===== src/rtl/sleep_pkg.sv =====
package sleep_pkg;

  typedef enum logic [1:0] {
    LV_LIGHT = 2'b00,
    LV_DEEP  = 2'b01,
    LV_S3    = 2'b10,
    LV_S45   = 2'b11
  } slp_lvl_e;

  typedef enum logic [3:0] {
    ST_WORK,
    ST_SR_WAIT,
    ST_CLK_OFF,
    ST_PWR_OFF,
    ST_SLEEP,
    ST_BM_SVC,
    ST_PWR_ON,
    ST_CLK_ON,
    ST_SR_EXIT
  } slp_st_e;

  function automatic logic keeps_context(slp_lvl_e l);
    return (l == LV_LIGHT) || (l == LV_DEEP);
  endfunction

endpackage


===== src/rtl/sleep_wake_filter.sv =====
module sleep_wake_filter
  import sleep_pkg::*;
#(
  parameter int NW = 8,
  parameter logic [NW-1:0] CAP_LIGHT = '1,
  parameter logic [NW-1:0] CAP_DEEP  = '1,
  parameter logic [NW-1:0] CAP_S3    = '1,
  parameter logic [NW-1:0] CAP_S45   = '1
) (
  input  logic          clk,
  input  logic          rst,
  input  logic [NW-1:0] evt,
  input  slp_lvl_e      lvl,
  output logic          hit_q
);

  logic [NW-1:0] mask;

  always_comb begin
    unique case (lvl)
      LV_LIGHT: mask = CAP_LIGHT;
      LV_DEEP:  mask = CAP_DEEP;
      LV_S3:    mask = CAP_S3;
      LV_S45:   mask = CAP_S45;
      default:  mask = '0;
    endcase
  end

  always_ff @(posedge clk) begin
    if (rst) hit_q <= 1'b0;
    else     hit_q <= |(evt & mask);
  end

  // an accepted wake always traces back to some raised source
  a_r8_hit_needs_evt: assert property (@(posedge clk) disable iff (rst)
    hit_q |-> $past(|evt));

endmodule


===== src/rtl/sleep_led_blink.sv =====
module sleep_led_blink #(
  parameter int SLOW_T = 16,
  parameter int FAST_T = 4
) (
  input  logic       clk,
  input  logic       rst,
  input  logic       tick,
  input  logic       active,
  input  logic       mode_wr,
  input  logic [1:0] mode_in,
  output logic       led_n
);

  localparam int BW = $clog2(SLOW_T + 1);
  localparam logic [BW-1:0] SLOW_LAST = BW'(SLOW_T - 1);
  localparam logic [BW-1:0] FAST_LAST = BW'(FAST_T - 1);

  logic [1:0]    mode_q;
  logic [BW-1:0] cnt;
  logic [BW-1:0] lim;
  logic          phase;
  logic          led_nxt;

  assign lim = mode_q[0] ? FAST_LAST : SLOW_LAST;

  always_comb begin
    if (!active) led_nxt = 1'b1;
    else begin
      unique case (mode_q)
        2'b00:   led_nxt = 1'b1;
        2'b01:   led_nxt = 1'b0;
        default: led_nxt = ~phase;
      endcase
    end
  end

  always_ff @(posedge clk) begin
    if (rst) begin
      mode_q <= 2'b00;
      cnt    <= '0;
      phase  <= 1'b0;
      led_n  <= 1'b1;
    end else begin
      if (mode_wr) mode_q <= mode_in;
      if (!active) begin
        cnt   <= '0;
        phase <= 1'b0;
      end else if (tick) begin
        if (cnt >= lim) begin
          cnt   <= '0;
          phase <= ~phase;
        end else begin
          cnt <= cnt + 1'b1;
        end
      end
      led_n <= led_nxt;
    end
  end

  // the LED lights only while the S4/S5 sleep was active
  a_r11_led_only_s45: assert property (@(posedge clk) disable iff (rst)
    !led_n |-> $past(active));

endmodule


===== src/rtl/sleep_seq_fsm.sv =====
module sleep_seq_fsm
  import sleep_pkg::*;
#(
  parameter int NCLK      = 4,
  parameter int PWRUP_CYC = 16
) (
  input  logic            clk,
  input  logic            rst,
  input  logic            slp_wr,
  input  logic [1:0]      slp_lvl_in,
  input  logic            sr_ack,
  input  logic            wake_hit,
  input  logic            busm_req,
  input  logic [NCLK-1:0] keep_clk,
  output slp_lvl_e        lvl,
  output logic            cpu_clk_stop,
  output logic            pll_en,
  output logic [NCLK-1:0] clk_gate_en,
  output logic            sr_req,
  output logic            pwr_a_on,
  output logic            pwr_b_on,
  output logic            main_on_n,
  output logic            sys_reset,
  output logic            ctx_resume,
  output logic            s45_sleep
);

  localparam int CW = $clog2(PWRUP_CYC + 1);
  localparam logic [CW-1:0] CNT_LAST = CW'(PWRUP_CYC - 1);

  slp_st_e       st, nxt;
  slp_lvl_e      lvl_n;
  logic [CW-1:0] cnt, cnt_n;

  // next-state decode
  always_comb begin
    nxt   = st;
    lvl_n = lvl;
    cnt_n = cnt;
    unique case (st)
      ST_WORK: if (slp_wr) begin
        lvl_n = slp_lvl_e'(slp_lvl_in);
        nxt   = ST_SR_WAIT;
      end
      ST_SR_WAIT: if (sr_ack) nxt = ST_CLK_OFF;
      ST_CLK_OFF: nxt = ST_PWR_OFF;
      ST_PWR_OFF: nxt = ST_SLEEP;
      ST_SLEEP: begin
        if (wake_hit) begin
          nxt   = ST_PWR_ON;
          cnt_n = '0;
        end else if (lvl == LV_LIGHT && busm_req) begin
          nxt = ST_BM_SVC;
        end
      end
      ST_BM_SVC: if (!busm_req && !sr_ack) nxt = ST_SR_WAIT;
      ST_PWR_ON: begin
        if (keeps_context(lvl) || cnt == CNT_LAST) nxt = ST_CLK_ON;
        else cnt_n = cnt + 1'b1;
      end
      ST_CLK_ON:  nxt = ST_SR_EXIT;
      ST_SR_EXIT: if (!sr_ack) nxt = ST_WORK;
      default:    nxt = ST_WORK;
    endcase
  end

  // output pattern for the state being entered
  logic            clk_off_ph, pwr_off_ph, deep_clk;
  logic            o_pll, o_sr, o_pa, o_pb, o_mon_n, o_rst, o_res;
  logic [NCLK-1:0] o_gate;

  always_comb begin
    clk_off_ph = nxt inside {ST_CLK_OFF, ST_PWR_OFF, ST_SLEEP, ST_PWR_ON};
    pwr_off_ph = nxt inside {ST_PWR_OFF, ST_SLEEP};
    deep_clk   = (lvl_n != LV_LIGHT);
    o_pll      = !(clk_off_ph && deep_clk) || (lvl_n == LV_DEEP && |keep_clk);
    if (!clk_off_ph || lvl_n == LV_LIGHT) o_gate = '1;
    else if (lvl_n == LV_DEEP)            o_gate = keep_clk;
    else                                  o_gate = '0;
    o_sr    = nxt inside {ST_SR_WAIT, ST_CLK_OFF, ST_PWR_OFF, ST_SLEEP,
                          ST_PWR_ON, ST_CLK_ON};
    o_pa    = !(pwr_off_ph && lvl_n != LV_LIGHT);
    o_pb    = !(pwr_off_ph && (lvl_n == LV_S3 || lvl_n == LV_S45));
    o_mon_n = pwr_off_ph && lvl_n == LV_S45;
    o_rst   = (nxt inside {ST_PWR_ON, ST_CLK_ON, ST_SR_EXIT}) && !keeps_context(lvl_n);
    o_res   = (st == ST_SR_EXIT) && (nxt == ST_WORK) && keeps_context(lvl);
  end

  always_ff @(posedge clk) begin
    if (rst) begin
      st           <= ST_WORK;
      lvl          <= LV_LIGHT;
      cnt          <= '0;
      cpu_clk_stop <= 1'b0;
      pll_en       <= 1'b1;
      clk_gate_en  <= '1;
      sr_req       <= 1'b0;
      pwr_a_on     <= 1'b1;
      pwr_b_on     <= 1'b1;
      main_on_n    <= 1'b0;
      sys_reset    <= 1'b0;
      ctx_resume   <= 1'b0;
      s45_sleep    <= 1'b0;
    end else begin
      st           <= nxt;
      lvl          <= lvl_n;
      cnt          <= cnt_n;
      cpu_clk_stop <= clk_off_ph;
      pll_en       <= o_pll;
      clk_gate_en  <= o_gate;
      sr_req       <= o_sr;
      pwr_a_on     <= o_pa;
      pwr_b_on     <= o_pb;
      main_on_n    <= o_mon_n;
      sys_reset    <= o_rst;
      ctx_resume   <= o_res;
      s45_sleep    <= (nxt == ST_SLEEP) && (lvl_n == LV_S45);
    end
  end

  // clocks stop only once self-refresh has been acknowledged
  a_r4_sr_before_stop: assert property (@(posedge clk) disable iff (rst)
    $rose(cpu_clk_stop) |-> $past(sr_ack));

  // power output 1 falls only after the processor clock is already stopped
  a_r4_clk_before_pwr: assert property (@(posedge clk) disable iff (rst)
    $fell(pwr_a_on) |-> $past(cpu_clk_stop));

  // a running processor clock always has full power behind it
  a_r4_run_needs_power: assert property (@(posedge clk) disable iff (rst)
    !cpu_clk_stop |-> (pwr_a_on && pwr_b_on && !main_on_n));

  // a context-kept level never drives the power-up reset
  a_r5_no_reset_shallow: assert property (@(posedge clk) disable iff (rst)
    sys_reset |-> !keeps_context(lvl));

  // the power-up reset and the resume pulse never coincide
  a_r7_reset_xor_resume: assert property (@(posedge clk) disable iff (rst)
    !(sys_reset && ctx_resume));

endmodule


===== src/rtl/sleep_state_ctrl.sv =====
module sleep_state_ctrl
  import sleep_pkg::*;
#(
  parameter int NW        = 8,
  parameter int NCLK      = 4,
  parameter int PWRUP_CYC = 16,
  parameter int SLOW_T    = 16,
  parameter int FAST_T    = 4,
  parameter logic [NW-1:0] CAP_LIGHT = 8'hFF,
  parameter logic [NW-1:0] CAP_DEEP  = 8'h3F,
  parameter logic [NW-1:0] CAP_S3    = 8'h0F,
  parameter logic [NW-1:0] CAP_S45   = 8'h07
) (
  input  logic            clk,
  input  logic            rst,
  input  logic            tick32,
  input  logic            slp_wr,
  input  logic [1:0]      slp_lvl,
  input  logic            fc_wr,
  input  logic [1:0]      led_sel,
  input  logic [NCLK-1:0] keep_clk,
  input  logic [NW-1:0]   wake_evt,
  input  logic            busm_req,
  input  logic            sr_ack,
  output logic            cpu_clk_stop,
  output logic            pll_en,
  output logic [NCLK-1:0] clk_gate_en,
  output logic            sr_req,
  output logic            pwr_a_on,
  output logic            pwr_b_on,
  output logic            main_on_n,
  output logic            led_n,
  output logic            clk32_out,
  output logic            sys_reset,
  output logic            ctx_resume
);

  slp_lvl_e cur_lvl;
  logic     wake_hit;
  logic     s45_sleep;

  sleep_wake_filter #(
    .NW(NW), .CAP_LIGHT(CAP_LIGHT), .CAP_DEEP(CAP_DEEP),
    .CAP_S3(CAP_S3), .CAP_S45(CAP_S45)
  ) u_filt (
    .clk(clk), .rst(rst), .evt(wake_evt), .lvl(cur_lvl), .hit_q(wake_hit)
  );

  sleep_seq_fsm #(.NCLK(NCLK), .PWRUP_CYC(PWRUP_CYC)) u_fsm (
    .clk(clk), .rst(rst), .slp_wr(slp_wr), .slp_lvl_in(slp_lvl),
    .sr_ack(sr_ack), .wake_hit(wake_hit), .busm_req(busm_req),
    .keep_clk(keep_clk), .lvl(cur_lvl), .cpu_clk_stop(cpu_clk_stop),
    .pll_en(pll_en), .clk_gate_en(clk_gate_en), .sr_req(sr_req),
    .pwr_a_on(pwr_a_on), .pwr_b_on(pwr_b_on), .main_on_n(main_on_n),
    .sys_reset(sys_reset), .ctx_resume(ctx_resume), .s45_sleep(s45_sleep)
  );

  sleep_led_blink #(.SLOW_T(SLOW_T), .FAST_T(FAST_T)) u_led (
    .clk(clk), .rst(rst), .tick(tick32), .active(s45_sleep),
    .mode_wr(fc_wr), .mode_in(led_sel), .led_n(led_n)
  );

  // slow clock output lives outside all sleep gating
  always_ff @(posedge clk) begin
    if (rst)         clk32_out <= 1'b0;
    else if (tick32) clk32_out <= ~clk32_out;
  end

  // every tick flips the slow clock output
  a_r12_clk32_toggle: assert property (@(posedge clk) disable iff (rst)
    tick32 |=> (clk32_out != $past(clk32_out)));

endmodule


===== config.mk =====
export PLATFORM = sky130hd
export DESIGN_NAME = sleep_state_ctrl
export DESIGN_NICKNAME = d
export VERILOG_FILES = /design/src/rtl/sleep_pkg.sv /design/src/rtl/sleep_wake_filter.sv /design/src/rtl/sleep_led_blink.sv /design/src/rtl/sleep_seq_fsm.sv /design/src/rtl/sleep_state_ctrl.sv
export SDC_FILE = /design/constraint.sdc
export NUM_CORES = 1
export LEC_CHECK = 0
export ABC_AREA = 1
export BUFFER_PORTS_ARGS = -buffer_cell sky130_fd_sc_hd__buf_4
export CAP_MARGIN = 5
export CORE_MARGIN = 8
export CORE_UTILIZATION = 48
export CTS_CLUSTER_SIZE = 8
export DETAILED_ROUTE_END_ITERATION = 6
export PLACE_DENSITY = 0.78
export SLEW_MARGIN = 20
export SYNTH_ARGS = -nofsm -noshare
export SYNTH_HDL_FRONTEND = slang
export SYNTH_SLANG_ARGS = --single-unit

===== constraint.sdc =====
create_clock -name clk -period 1.7 [get_ports clk]
set_input_delay 0.34 -clock clk [delete_from_list [all_inputs] [get_ports clk]]
set_output_delay 0.34 -clock clk [all_outputs]
set_load 0.02 [all_outputs]

==> flow_metrics.tcl <==
set metrics [dict create \
    path_cells "ha_4, inv_2, nor2_2, ha_2, nand3b_1, nand2_1, nand2_2, nor2_4, nand3_1, nand2_1, inv_2, nand2_4, nor2_4" \
    start_util 0.5054 \
    slowest_stage "dfxtp_2" \
    yosysMostFrequentCell "nand2_1" \
    async_reset_ff_frac 0 \
    worst_pin_slew_ns 0.3401 \
    synth_edf_count 0 \
    drt_iter0_markers 100 \
    fmax_mhz 603.0 \
    cts_tree "done" \
    cp_slowest_stage_delay_ns 0.35 \
    final_nets 293 \
    fin_setup_tns_ns 0 \
    pin_count 37 \
    min_period_ns 1.658 \
    viasPerCell 4.875 \
    min_path_type "in2reg" \
    area_growth_pct 27.76 \
    slew_viol_final 0 \
    drive_gt1_frac 0.3158 \
    synthTopCellsByArea "dfxtp_1 41%, nand2_1 7.9%, nor2_1 6.8%" \
    die_w_um 75.74 \
    synth_top_cell_area_share 0.4091 \
    status "finished, final reports clean" \
    setup_viol 0 \
    antenna_found_initial 0 \
    grt_pass1_vias 1479 \
    crit_family "simple AND/OR/NAND/NOR gates" \
    wirelength_mm 3.681 \
    die_h_um 75.74 \
    grt.overflow.total 0 \
    row_count 21 \
    max_slew_margin 0.7729 \
    syn_area_um2 1713 \
    clk_path_buf_depth 2 \
    synth_common_cells "36 x nand2_1, 35 x dfxtp_1, 31 x nor2_1" \
    num_vias 1521 \
    ys.flop_type "dfxtp_1" \
    hold_ws_ns 0.2140 \
    ys_warn_count 0 \
    coreArea_um2 3390 \
    cp-end-kind "register" \
    syn_inst 218 \
    syn_area_per_cell_um2 7.857 \
    die-area_um2 5736 \
    synth.distinct_cells 32 \
    path_max_fanout 4 \
    drc 0 \
    grt_pass1_wl_mm 6.203 \
    rsz0062_at_grt "true" \
    p_leak_uw 0.0009354 \
    critPathLaunchType "register" \
    clk_pin_slew_ns 0.12 \
    ys_seq_area_frac 0.4091 \
    clock_latency_ns 0.34 \
    diodes 0 \
    htree_levels 2 \
    globalplace.congestion 0.9218 \
    p_per_area_nw_per_um2 874.1 \
    timing_hold_violations_final 0 \
    grt_max_degree 15 \
    fin_skew_ns 0.01064 \
    critPathBufInv 2 \
    post-dp-hpwl_mm 2.900 \
    synth.ff_latch_count 35 \
    worst_ep_arrival_time_ns 1.89 \
    io_buffer_count 36 \
    syn-num-nets 246 \
    fillers 305 \
    cts_buffers 5 \
    critical_path_class "reg2reg" \
    yosysTopAreaCell "dfxtp_1" \
    period_share 0.9754 \
    drtPass1Iterations 4 \
    worstPathRequired_ns 1.93 \
    drv_cap 0 \
    cts_hold_buf 0 \
    drt.antenna.violating_nets 0 \
    track_usage 0.1398 \
    root_buffer "clkbuf_4" \
    numClockSinks 35 \
    peakVddDrop_uv 764.6 \
    routedWlPerCell_um 11.80 \
]
-- state kept, by name, indices dropped and copies added (netlist names) --
name,flops
u_fsm.cnt,5
u_led.cnt,5
u_fsm.clk_gate_en,4
u_fsm.st,4
u_fsm.lvl,2
u_led.mode_q,2
clk32_out,1
u_filt.hit_q,1
u_fsm.cpu_clk_stop,1
u_fsm.ctx_resume,1
u_fsm.main_on_n,1
u_fsm.pll_en,1
u_fsm.pwr_a_on,1
u_fsm.pwr_b_on,1
u_fsm.s45_sleep,1
u_fsm.sr_req,1
u_fsm.sys_reset,1
u_led.led_n,1
u_led.phase,1
-- cells in the final DEF (no fill, tap or decap), drive strengths merged, types with 3 or more instances in the layout --
cell and n:
a21oi 9, dfxtp 35, nor3 5, ha 5, clkbuf 5, nor2 39, o21ai 11, nand2 42
inv 28, nand3 25, xor2 3, buf 41, nand4 3
-- tightest hold or removal path, stage by stage --
cell	delay (ns)
buf_4	0.08
nor2_1	0.03
nor2_1	0.08
-- cell type report --
class	instances	area (µm²)	share of cell area
repair buffers	41	307.8	0.1407
flip-flops and latches	35	703.2	0.3213
inverters	28	105.1	0.04803
clock buffers	5	37.54	0.01715
multi-input cells	154	933.4	0.4265
well taps	46	57.56	0.02630
clock inverters	3	43.79	0.02001
-- power breakdown --
part           internal, µW  leakage [µW]  total (µW)  switching (µW)
clock network           309     0.0000452         606             297
logic                   160      0.000604         413             253
registers               864      0.000286         894            29.7
-- layer usage --
metal / vias up / part of all wire / GRT usage
li1: 800 / - / -
met1: 686 / 0.46 / 0.1617
met2: 30 / 0.47 / 0.2397
met3: 5 / 0.056 / 0.05132
met4: 0 / 0.010 / 0.02985
met5: - / 0 / 0
-- per-stage QoR --
| stage | power, µW | setup slack [ns] | cells | utilization | cell area, µm² |
|---|---|---|---|---|---|
| after floorplan | 1175 | 0.08946 | 218 | - | 1713 |
| after global placement | 1308 | 0.03722 | 302 | 0.6076 | 2059 |
| after detailed placement | 1313 | -0.01616 | 302 | 0.6076 | 2059 |
| after CTS | 1917 | 0.009604 | 311 | 0.6379 | 2162 |
| after global routing | 2017 | -0.03431 | 312 | 0.6456 | 2188 |
| final | 1913 | 0.04175 | 312 | 0.6456 | 2188 |
-- kinds of logic after synthesis --
group / Yosys count / share of synthesized area
adders and majority gates: 5 / 0.03652
and+or+nand+nor: 118 / 0.3645
buffers and inverters: 29 / 0.06355
xor gates and xnor gates: 5 / 0.02557
DFF: 35 / 0.4091
AOI/OAI and AO/OA: 26 / 0.1008
-- repair_timing --
item                                    4_1_cts  5_1_grt
endpoints found under the setup margin        8       13
endpoints found under the hold margin         0        0
pin swaps                                     4        7
buffers inserted                              1        1
gates resized for setup                       4        6
-- path summary, 6_finish.rpt --
path / end / slack (ns) / depth (start not counted) / start
setup / recovery: u_fsm.main_on_n$_SDFF_PP0_ / 0.04 / 13 / u_fsm.cnt[0]$_SDFFE_PP0P_
hold / removal: u_led.mode_q[0]$_SDFFE_PP0P_ / 0.21 / 3 / led_sel[0]
setup reg to reg: u_fsm.main_on_n$_SDFF_PP0_ / 0.04 / 13 / u_fsm.cnt[0]$_SDFFE_PP0P_
hold reg to reg: u_fsm.cnt[4]$_SDFFE_PP0P_ / 0.47 / 2 / u_fsm.cnt[4]$_SDFFE_PP0P_
(Power assumes the default switching activity.)
